$ cat src/rtl/cbr_pkg.sv
package cbr_pkg;
  localparam int IP_W   = 32;
  localparam int BYTE_W = 8;
  localparam int HALF_W = IP_W / 2;
  localparam int FLAG_W = 5;
  localparam int COND_W = 4;
  localparam int LEN_W  = 3;
  localparam int REM_W  = 3;

  // flag word bit positions
  localparam int F_CF = 0;
  localparam int F_ZF = 1;
  localparam int F_SF = 2;
  localparam int F_OF = 3;
  localparam int F_PF = 4;

  localparam logic [BYTE_W-1:0] OPC_ESCAPE = 8'h0F;
  localparam logic [BYTE_W-1:0] OPC_CNTZ   = 8'hE3;
  localparam logic [3:0]        HI_SHORT   = 4'h7;
  localparam logic [3:0]        HI_NEAR    = 4'h8;

  typedef enum logic [1:0] {DSZ_B1, DSZ_B2, DSZ_B4} dispSize_e;

  typedef struct packed {
    logic              latchOp;
    logic [COND_W-1:0] condSel;
    logic              countTest;
    dispSize_e         dispSize;
    logic [LEN_W-1:0]  instLen;
    logic              shiftIn;
    logic              resolve;
  } cbrStrobes_t;
endpackage

$ cat src/rtl/cbr_cond_eval.sv
module cbr_cond_eval
  import cbr_pkg::*;
(
  input  logic [FLAG_W-1:0] flags,
  input  logic [COND_W-1:0] condSel,
  output logic              condMet
);
  logic cf, zf, sf, ofl, pf, sgnLess, base;

  always_comb begin
    cf      = flags[F_CF];
    zf      = flags[F_ZF];
    sf      = flags[F_SF];
    ofl     = flags[F_OF];
    pf      = flags[F_PF];
    sgnLess = sf ^ ofl;
    unique case (condSel[COND_W-1:1])
      3'd0:    base = ofl;
      3'd1:    base = cf;
      3'd2:    base = zf;
      3'd3:    base = cf | zf;
      3'd4:    base = sf;
      3'd5:    base = pf;
      3'd6:    base = sgnLess;
      default: base = zf | sgnLess;
    endcase
    // odd encodings test the complement of their even partner
    condMet = base ^ condSel[0];
  end
endmodule

$ cat src/rtl/cbr_ctrl.sv
module cbr_ctrl
  import cbr_pkg::*;
(
  input  logic              clk,
  input  logic              rst,
  input  logic              byteValid,
  input  logic [BYTE_W-1:0] byteData,
  input  logic              opSize32,
  input  logic              resReady,
  output logic              byteReady,
  output logic              resValid,
  output logic              unsupported,
  output cbrStrobes_t       strobes
);
  typedef enum logic [1:0] {S_IDLE, S_ESC, S_DISP, S_OUT} state_e;

  state_e           stateR, stateNx;
  logic [REM_W-1:0] remR, remNx;
  logic             unsupR, unsupNx;
  logic             accept;

  assign byteReady   = (stateR != S_OUT);
  assign resValid    = (stateR == S_OUT);
  assign unsupported = unsupR;
  assign accept      = byteValid && byteReady;

  always_comb begin
    stateNx = stateR;
    remNx   = remR;
    unsupNx = 1'b0;
    strobes = '0;
    unique case (stateR)
      S_IDLE: if (accept) begin
        if (byteData[BYTE_W-1:4] == HI_SHORT) begin
          strobes.latchOp  = 1'b1;
          strobes.condSel  = byteData[COND_W-1:0];
          strobes.dispSize = DSZ_B1;
          strobes.instLen  = LEN_W'(2);
          remNx            = REM_W'(1);
          stateNx          = S_DISP;
        end else if (byteData == OPC_CNTZ) begin
          strobes.latchOp   = 1'b1;
          strobes.countTest = 1'b1;
          strobes.dispSize  = DSZ_B1;
          strobes.instLen   = LEN_W'(2);
          remNx             = REM_W'(1);
          stateNx           = S_DISP;
        end else if (byteData == OPC_ESCAPE) begin
          stateNx = S_ESC;
        end else begin
          unsupNx = 1'b1;
        end
      end
      S_ESC: if (accept) begin
        if (byteData[BYTE_W-1:4] == HI_NEAR) begin
          strobes.latchOp  = 1'b1;
          strobes.condSel  = byteData[COND_W-1:0];
          strobes.dispSize = opSize32 ? DSZ_B4 : DSZ_B2;
          strobes.instLen  = opSize32 ? LEN_W'(6) : LEN_W'(4);
          remNx            = opSize32 ? REM_W'(4) : REM_W'(2);
          stateNx          = S_DISP;
        end else begin
          unsupNx = 1'b1;
          stateNx = S_IDLE;
        end
      end
      S_DISP: if (accept) begin
        strobes.shiftIn = 1'b1;
        remNx           = remR - REM_W'(1);
        if (remR == REM_W'(1)) begin
          strobes.resolve = 1'b1;
          stateNx         = S_OUT;
        end
      end
      default: if (resReady) stateNx = S_IDLE;
    endcase
  end

  always_ff @(posedge clk) begin
    if (rst) begin
      stateR <= S_IDLE;
      remR   <= '0;
      unsupR <= 1'b0;
    end else begin
      stateR <= stateNx;
      remR   <= remNx;
      unsupR <= unsupNx;
    end
  end
endmodule

$ cat src/rtl/cbr_dpath.sv
module cbr_dpath
  import cbr_pkg::*;
(
  input  logic              clk,
  input  logic              rst,
  input  cbrStrobes_t       strobes,
  input  logic [BYTE_W-1:0] byteData,
  input  logic [IP_W-1:0]   curIp,
  input  logic              opSize32,
  input  logic              addrSize32,
  input  logic [FLAG_W-1:0] flagsIn,
  input  logic [IP_W-1:0]   countReg,
  output logic [IP_W-1:0]   nextIp,
  output logic              resTaken
);
  logic [COND_W-1:0]      condR;
  logic                   countTestR;
  dispSize_e              sizeR;
  logic [LEN_W-1:0]       lenR;
  logic [IP_W-1:0]        dispR, dispFull, fallIp, tgtIp, rawIp, resIp;
  logic signed [IP_W-1:0] dispExt;
  logic [5:0]             shiftAmt;
  logic                   flagMet, countZero, met;

  cbr_cond_eval u_eval (
    .flags   (flagsIn),
    .condSel (condR),
    .condMet (flagMet)
  );

  always_comb begin
    dispFull = {byteData, dispR[IP_W-1:BYTE_W]};
    unique case (sizeR)
      DSZ_B1:  shiftAmt = 6'(IP_W - BYTE_W);
      DSZ_B2:  shiftAmt = 6'(IP_W - 2 * BYTE_W);
      default: shiftAmt = 6'd0;
    endcase
    dispExt   = $signed(dispFull) >>> shiftAmt;
    fallIp    = curIp + IP_W'(lenR);
    tgtIp     = fallIp + $unsigned(dispExt);
    countZero = addrSize32 ? (countReg == '0) : (countReg[HALF_W-1:0] == '0);
    met       = countTestR ? countZero : flagMet;
    rawIp     = met ? tgtIp : fallIp;
    resIp     = opSize32 ? rawIp : {{HALF_W{1'b0}}, rawIp[HALF_W-1:0]};
  end

  always_ff @(posedge clk) begin
    if (rst) begin
      condR      <= '0;
      countTestR <= 1'b0;
      sizeR      <= DSZ_B1;
      lenR       <= '0;
      dispR      <= '0;
      nextIp     <= '0;
      resTaken   <= 1'b0;
    end else begin
      if (strobes.latchOp) begin
        condR      <= strobes.condSel;
        countTestR <= strobes.countTest;
        sizeR      <= strobes.dispSize;
        lenR       <= strobes.instLen;
        dispR      <= '0;
      end else if (strobes.shiftIn) begin
        dispR <= dispFull;
      end
      if (strobes.resolve) begin
        nextIp   <= resIp;
        resTaken <= met;
      end
    end
  end
endmodule

$ cat src/rtl/cond_branch_resolver.sv
module cond_branch_resolver
  import cbr_pkg::*;
(
  input  logic              clk,
  input  logic              rst,
  input  logic              byteValid,
  input  logic [BYTE_W-1:0] byteData,
  output logic              byteReady,
  input  logic [IP_W-1:0]   curIp,
  input  logic              opSize32,
  input  logic              addrSize32,
  input  logic [FLAG_W-1:0] flagsIn,
  input  logic [IP_W-1:0]   countReg,
  output logic              resValid,
  input  logic              resReady,
  output logic              resTaken,
  output logic [IP_W-1:0]   nextIp,
  output logic              unsupported
);
  cbrStrobes_t strobes;

  cbr_ctrl u_ctrl (
    .clk         (clk),
    .rst         (rst),
    .byteValid   (byteValid),
    .byteData    (byteData),
    .opSize32    (opSize32),
    .resReady    (resReady),
    .byteReady   (byteReady),
    .resValid    (resValid),
    .unsupported (unsupported),
    .strobes     (strobes)
  );

  cbr_dpath u_dpath (
    .clk        (clk),
    .rst        (rst),
    .strobes    (strobes),
    .byteData   (byteData),
    .curIp      (curIp),
    .opSize32   (opSize32),
    .addrSize32 (addrSize32),
    .flagsIn    (flagsIn),
    .countReg   (countReg),
    .nextIp     (nextIp),
    .resTaken   (resTaken)
  );
endmodule

$ cat config.mk
export PLATFORM = sky130hd
export DESIGN_NAME = cond_branch_resolver
export DESIGN_NICKNAME = d
export VERILOG_FILES = /design/src/rtl/cbr_pkg.sv /design/src/rtl/cbr_cond_eval.sv /design/src/rtl/cbr_ctrl.sv /design/src/rtl/cbr_dpath.sv /design/src/rtl/cond_branch_resolver.sv
export SDC_FILE = /design/constraint.sdc
export NUM_CORES = 1
export LEC_CHECK = 0
export BUFFER_PORTS_ARGS = -buffer_cell sky130_fd_sc_hd__buf_2
export CAP_MARGIN = 20
export CORE_UTILIZATION = 62
export DETAILED_ROUTE_END_ITERATION = 7
export GPL_TIMING_DRIVEN = 0
export MAX_ROUTING_LAYER = met4
export PLACE_DENSITY = 0.85
export SLEW_MARGIN = 40
export SYNTH_ARGS = -nofsm -noshare
export SYNTH_HDL_FRONTEND = slang
export SYNTH_HIERARCHICAL = 1
export SYNTH_SLANG_ARGS = --single-unit
$ cat constraint.sdc
create_clock -name clk -period 7.86 [get_ports clk]
set_input_delay 1.179 -clock clk [delete_from_list [all_inputs] [get_ports clk]]
set_output_delay 1.179 -clock clk [all_outputs]
set_load 0.1 [all_outputs]
# ---- Word level (Yosys, flattened, before mapping)
# Cells that the tools add are included.
dict set report totals {
  register_bits 81
  inputBits 83
  output_inout_bits 36
  word_cells 102
}
dict set report op_classes {
  add_sub_neg 3
  n_eq_ne 23
  shifts 1
  n_mux 50
  bitwise 4
  reduce_logical 11
}
# op n
set op_table {}
lappend op_table {{2-to-1 mux 32 bit} 2}
lappend op_table {{adder 32 x 3 -> 32 bit} 1}
lappend op_table {{adder 32 bit} 1}
lappend op_table {{zero test 32 bit} 1}
lappend op_table {{>>> shifter 32 x 5 -> 32 bit} 1}
lappend op_table {{case mux 5 bit (2 select lines)} 3}
lappend op_table {{2-to-1 mux 2 bit} 13}
lappend op_table {{2-to-1 mux 5 bit} 5}
lappend op_table {{2-to-1 mux 3 bit} 7}
lappend op_table {{zero test 16 bit} 1}
lappend op_table {{2-to-1 mux 1 bit} 13}
lappend op_table {{AND reduction 6 bit} 2}
lappend op_table {{2-to-1 mux 11 bit} 1}
lappend op_table {{!= test 2 x 1 -> 1 bit (second input constant)} 5}
lappend op_table {{== test 3 bit (second input constant)} 3}
lappend op_table {{case mux 3 bit (3 select lines)} 1}
lappend op_table {{== test 8 x 4 -> 1 bit (second input constant)} 1}
lappend op_table {{== test 8 bit (second input constant)} 1}
lappend op_table {{case mux 1 bit (7 select lines)} 1}
lappend op_table {{== test 3 x 1 -> 1 bit (second input constant)} 2}
lappend op_table {{== test 3 x 2 -> 1 bit (second input constant)} 2}
lappend op_table {{2-to-1 mux 6 bit} 1}
lappend op_table {{case mux 2 bit (3 select lines)} 1}
lappend op_table {{== test 2 x 1 -> 1 bit (second input constant)} 2}
lappend op_table {{other kinds (17)} 21}

# ---- Logic depth before layout (Yosys ltp)
dict set report logic_depth {
  word_depth 7
  depth_mapped 18
  depth_no_buf 17
}

# ---- By module
# The synthesis kept the hierarchy.
# mod instances cells_each area_per_inst_um2
set modules_own_cells {}
lappend modules_own_cells {cbr_dpath 1 720 5591.6}
lappend modules_own_cells {cbr_ctrl 1 84 675.6}
lappend modules_own_cells {cbr_cond_eval 1 12 81.3}

# ---- Worst setup path after synthesis
# No wires, ideal clock.
dict set report synth_timing {
  kind {input -> register}
  startpoint {in curIp[0]}
  endpoint {reg u_dpath.nextIp[31]}
  setup_ns 0.118
  arrival_ns 4.663
  required_time_ns 7.742
  slack_ns 3.079
  path_stages 18
  path_cell_list {ha_1 > inv_1 > fa_1 > nand2b_4 > a2111oi_4 > nand3_1 > nor2_1 > xor2_1 > ha_1 > clkbuf_1 > nand4_1 > nor2_1 > a221oi_1 > o21ai_0 > or2_2 > o2111ai_1 > xnor2_1 > a22o_1}
}
dict set report synth_via {
  elab_chain_cells 4
}
# element line_no
set synth_lines {}
lappend synth_lines {{start, declared} cond_branch_resolver.sv:9} ;# input logic [IP_W-1:0] curIp,
lappend synth_lines {{adder 32 x 3 -> 32 bit (*)} cbr_dpath.sv:39} ;# fallIp = curIp + IP_W'(lenR);
lappend synth_lines {{adder 32 bit} cbr_dpath.sv:40} ;# tgtIp = fallIp + $unsigned(dispExt);
lappend synth_lines {{2-to-1 mux 32 bit (*)} cbr_dpath.sv:43} ;# rawIp = met ? tgtIp : fallIp;
lappend synth_lines {{2-to-1 mux 32 bit (*)} cbr_dpath.sv:44} ;# resIp = opSize32 ? rawIp : {{HALF_W{1'b0}}, rawIp[HALF_W-1:0]};
lappend synth_lines {{end signal, assigned} cbr_dpath.sv:67} ;# nextIp <= resIp;
lappend synth_lines {{end, declared} cbr_dpath.sv:13} ;# output logic [IP_W-1:0] nextIp,
# Every way passes the cells marked *; elsewhere a longest branch is shown, timed or not.
# A chain may end at the register's enable or synchronous reset.

# ---- Final worst setup path
# Ends and elaborated chain as after synthesis.

==> impl_metrics.env <==
export IMPL_rrSetupSlack_ns=3.04
export IMPL_antenna_cells=0
export IMPL_cts_inserted_buffers=9
export IMPL_peakVddDrop_uv=140
export IMPL_nets=1071
export IMPL_pwr_share_comb=0.276
export IMPL_p_seq_frac=0.381
export IMPL_detail_route_wl_per_cell_um=17.1
export IMPL_required_ns=8.11
export IMPL_synthMostInstantiatedCell="nand2_1"
export IMPL_gr_usage_all_layers=0.362
export IMPL_finalClockSkew_ns=0.0110
export IMPL_gr_total_overflow=0
export IMPL_syn2layout_area_growth_pct=15.3
export IMPL_antenna_found_initial=0
export IMPL_portBuffers=118
export IMPL_clkTransAtPathRegs_ns=0.09
export IMPL_grt_pass1_wl_mm=28.7
export IMPL_fmax_mhz=185
export IMPL_holdWs_ns=0.472
export IMPL_worstHoldPathType="flip-flop to flip-flop"
export IMPL_post_route_period_util=0.686
export IMPL_hold_violations=0
export IMPL_tightest_slew_ns=0.761
export IMPL_cts_tree="yes"
export IMPL_viasPerCell=6.22
export IMPL_worst_setup_path_type="input port to flip-flop"
export IMPL_ant_nets=0
export IMPL_stdcell_count=1082
export IMPL_power_internal_mw=0.656
export IMPL_layout_drive_gt1_share=0.188
export IMPL_whs_path_depth=2
export IMPL_postRouteWirelength_mm=18.5
export IMPL_max_cap_viol_count=0
export IMPL_start_kind="input port"
export IMPL_syn_area_per_cell_um2=7.78
export IMPL_die_h_um=103
export IMPL_synthTopCellsByArea="dfxtp_1 23%, mux2i_1 8.8%, ha_1 8.1%"
export IMPL_clock_sinks=73
export IMPL_max_slew_margin=0.493
export IMPL_cts_resized=0
export IMPL_ios=119
export IMPL_grt_pass1_vias=5817
export IMPL_drt_first_pass_iters=6
export IMPL_min_from="u_dpath/nextIp[24]"
export IMPL_core_um2=9860
export IMPL_dp_cells=1067
export IMPL_power_share_switching=0.329
export IMPL_synth_area_um2=6350
export IMPL_ctsHoldBuffers=0
export IMPL_multi_input_area_um2=4630
export IMPL_grt_max_degree=14
export IMPL_post_cts_buffers=0
export IMPL_synth_cell_types=86
export IMPL_clkPwrFrac=0.344
export IMPL_path_max_fanout=8
export IMPL_n_fill_cell=856
export IMPL_vias=6726
export IMPL_clockRootBuffer="clkbuf_8"
export IMPL_finalSetupTns_ns=0
export IMPL_cellPowerDensity_nw_per_um2=134
export IMPL_rsz0062_at_grt="no"
export IMPL_synth_top_area_share=0.230
export IMPL_min_to="u_dpath/nextIp[24]"
export IMPL_synth_area_leader_cell="dfxtp_1"
export IMPL_yosysSeqAreaShare=0.230
export IMPL_end_kind="flip-flop"
export IMPL_setup_violations_final=0
export IMPL_clk_path_buf_depth=2
export IMPL_dieArea_um2=10600
export IMPL_status="completed"
export IMPL_p_leak_nw=2.96
export IMPL_async_flop_share=0
export IMPL_core_rowCount=36
export IMPL_netlist_top_cells_count="104 x nand2_1, 95 x nor2_1, 73 x dfxtp_1, 56 x mux2i_1, 53 x a21oi_1"
export IMPL_synth_main_ff_cell="dfxtp_1"
export IMPL_synth_edf_count=0
export IMPL_netlist_instances=816
export IMPL_switchingPower_mw=0.322
export IMPL_reg2reg_to="u_dpath/nextIp[31]"
export IMPL_r2r_start="u_dpath/lenR[0]"
export IMPL_drt_iter0_drc=460
export IMPL_clk_latency_ns=0.36
export IMPL_yosysWarningCount=6
export IMPL_report_final_slew_viol_count=0
export IMPL_rr_worst_depth=17
export IMPL_route_detailed_drc=0
export IMPL_htree_levels=3
export IMPL_die_w_um=103
export IMPL_regArea_um2=1460
export IMPL_arrival_ns=5.64
export IMPL_synth_fp_nets=942
export IMPL_synth_seq_cells=73
export IMPL_initial_core_util=0.644
export IMPL_finalCriticalPeriod_ns=5.39
export IMPL_dp_hpwl_mm=14.6
export IMPL_globalplace_congestion=1.01
[power by group through the flow]
stage                     Combinational, mW  Sequential (mW)  Clock (mW)
after floorplan                       0.179            0.383           0
after global placement                0.258            0.381           0
after detailed placement              0.261            0.381           0
after CTS                             0.263            0.372       0.339
after global routing                  0.293            0.372       0.351
final                                 0.270            0.372       0.336
[kinds of logic after synthesis]
| kind of cell | share of synthesized area |
|---|---|
| AO/OA/AOI/OAI | 0.218 |
| multiplexers | 0.0918 |
| buffers and inverters | 0.0402 |
| adder cells (fa/ha/maj) | 0.0871 |
| XOR/XNOR | 0.0769 |
| other | 0.000591 |
| AND/OR/NAND/NOR | 0.255 |
| flip-flops | 0.230 |
[flip-flops by register name (all words and copies together) (netlist names)]
register and flops:
u_dpath/nextIp 32, u_ctrl/unsupported 1, u_dpath/condR 4, u_dpath/dispR 24
u_dpath/countTestR 1, u_dpath/sizeR 2, u_ctrl/remR 3, u_ctrl/stateR 2
u_dpath/resTaken 1, u_dpath/lenR 3
[cell usage in the layout, fill, tap and decap left out, types with 5 or more instances in the layout]
| cell | count |
|---|---|
| o21ai_0 | 42 |
| xor2_1 | 18 |
| mux2i_1 | 56 |
| or2_2 | 5 |
| and4_1 | 7 |
| clkbuf_1 | 32 |
| clkbuf_8 | 9 |
| and2_1 | 5 |
| or3_1 | 5 |
| nor2b_1 | 7 |
| o22ai_1 | 10 |
| nand3b_1 | 5 |
| nand2_1 | 104 |
| a211oi_1 | 21 |
| nor3_1 | 11 |
| nor2_1 | 95 |
| xnor2_1 | 34 |
| a22oi_1 | 10 |
| dfxtp_1 | 73 |
| nor4_1 | 8 |
| buf_2 | 124 |
| and3_1 | 11 |
| a21oi_1 | 53 |
| a21o_1 | 8 |
| nand3_1 | 19 |
| inv_1 | 21 |
| ha_1 | 41 |
| nand2b_1 | 7 |
| nand4_1 | 14 |
[worst max path at each step]
stage	start	to	slack [ns]
final	curIp[0]	u_dpath/nextIp[31]	2.47
after global routing	curIp[0]	u_dpath/nextIp[31]	2.26
after CTS	curIp[0]	u_dpath/nextIp[31]	2.55
after detailed placement	curIp[0]	u_dpath/nextIp[31]	2.18
after global placement	curIp[0]	u_dpath/nextIp[31]	2.23
after floorplan	curIp[0]	u_dpath/nextIp[31]	3.08
[metrics by stage]
step                      utilization  setup slack, ns  area, um2  total power, mW
after CTS                       0.742             2.55       7320            0.973
after global routing            0.742             2.26       7320             1.02
after floorplan                     -             3.08       6350            0.562
final                           0.742             2.47       7320            0.977
after detailed placement        0.720             2.18       7110            0.642
after global placement          0.720             2.23       7110            0.638
[critical path, stage by stage]
cell       delay [ns]
buf_2            0.08
ha_1             0.16
inv_1            0.05
fa_1             0.40
nand2b_4         0.19
a2111oi_4        0.69
nand3_1          0.31
nor2_1           0.20
xor2_1           0.27
ha_1             0.30
a211oi_1         0.34
o21ai_0          0.16
a211oi_1         0.26
o21ai_0          0.15
or2_2            0.29
o2111ai_1        0.30
xnor2_1          0.12
a22o_1           0.18
[layer usage]
metal	track usage	routed length, um
met3	0.0565	1680
met1	0.473	7880
met5	-	0
met4	0.137	635
met2	0.566	8340
[area by class of cell]
type,count,share of cell area
Multi-Input combinational cell,680,0.633
Sequential cell,73,0.200
Timing Repair Buffer,118,0.0807
Buffer,42,0.0241
Tap cell,133,0.0227
Clock buffer,9,0.0169
Clock inverter,6,0.0123
Inverter,21,0.0108
(Power assumes the default switching activity.)
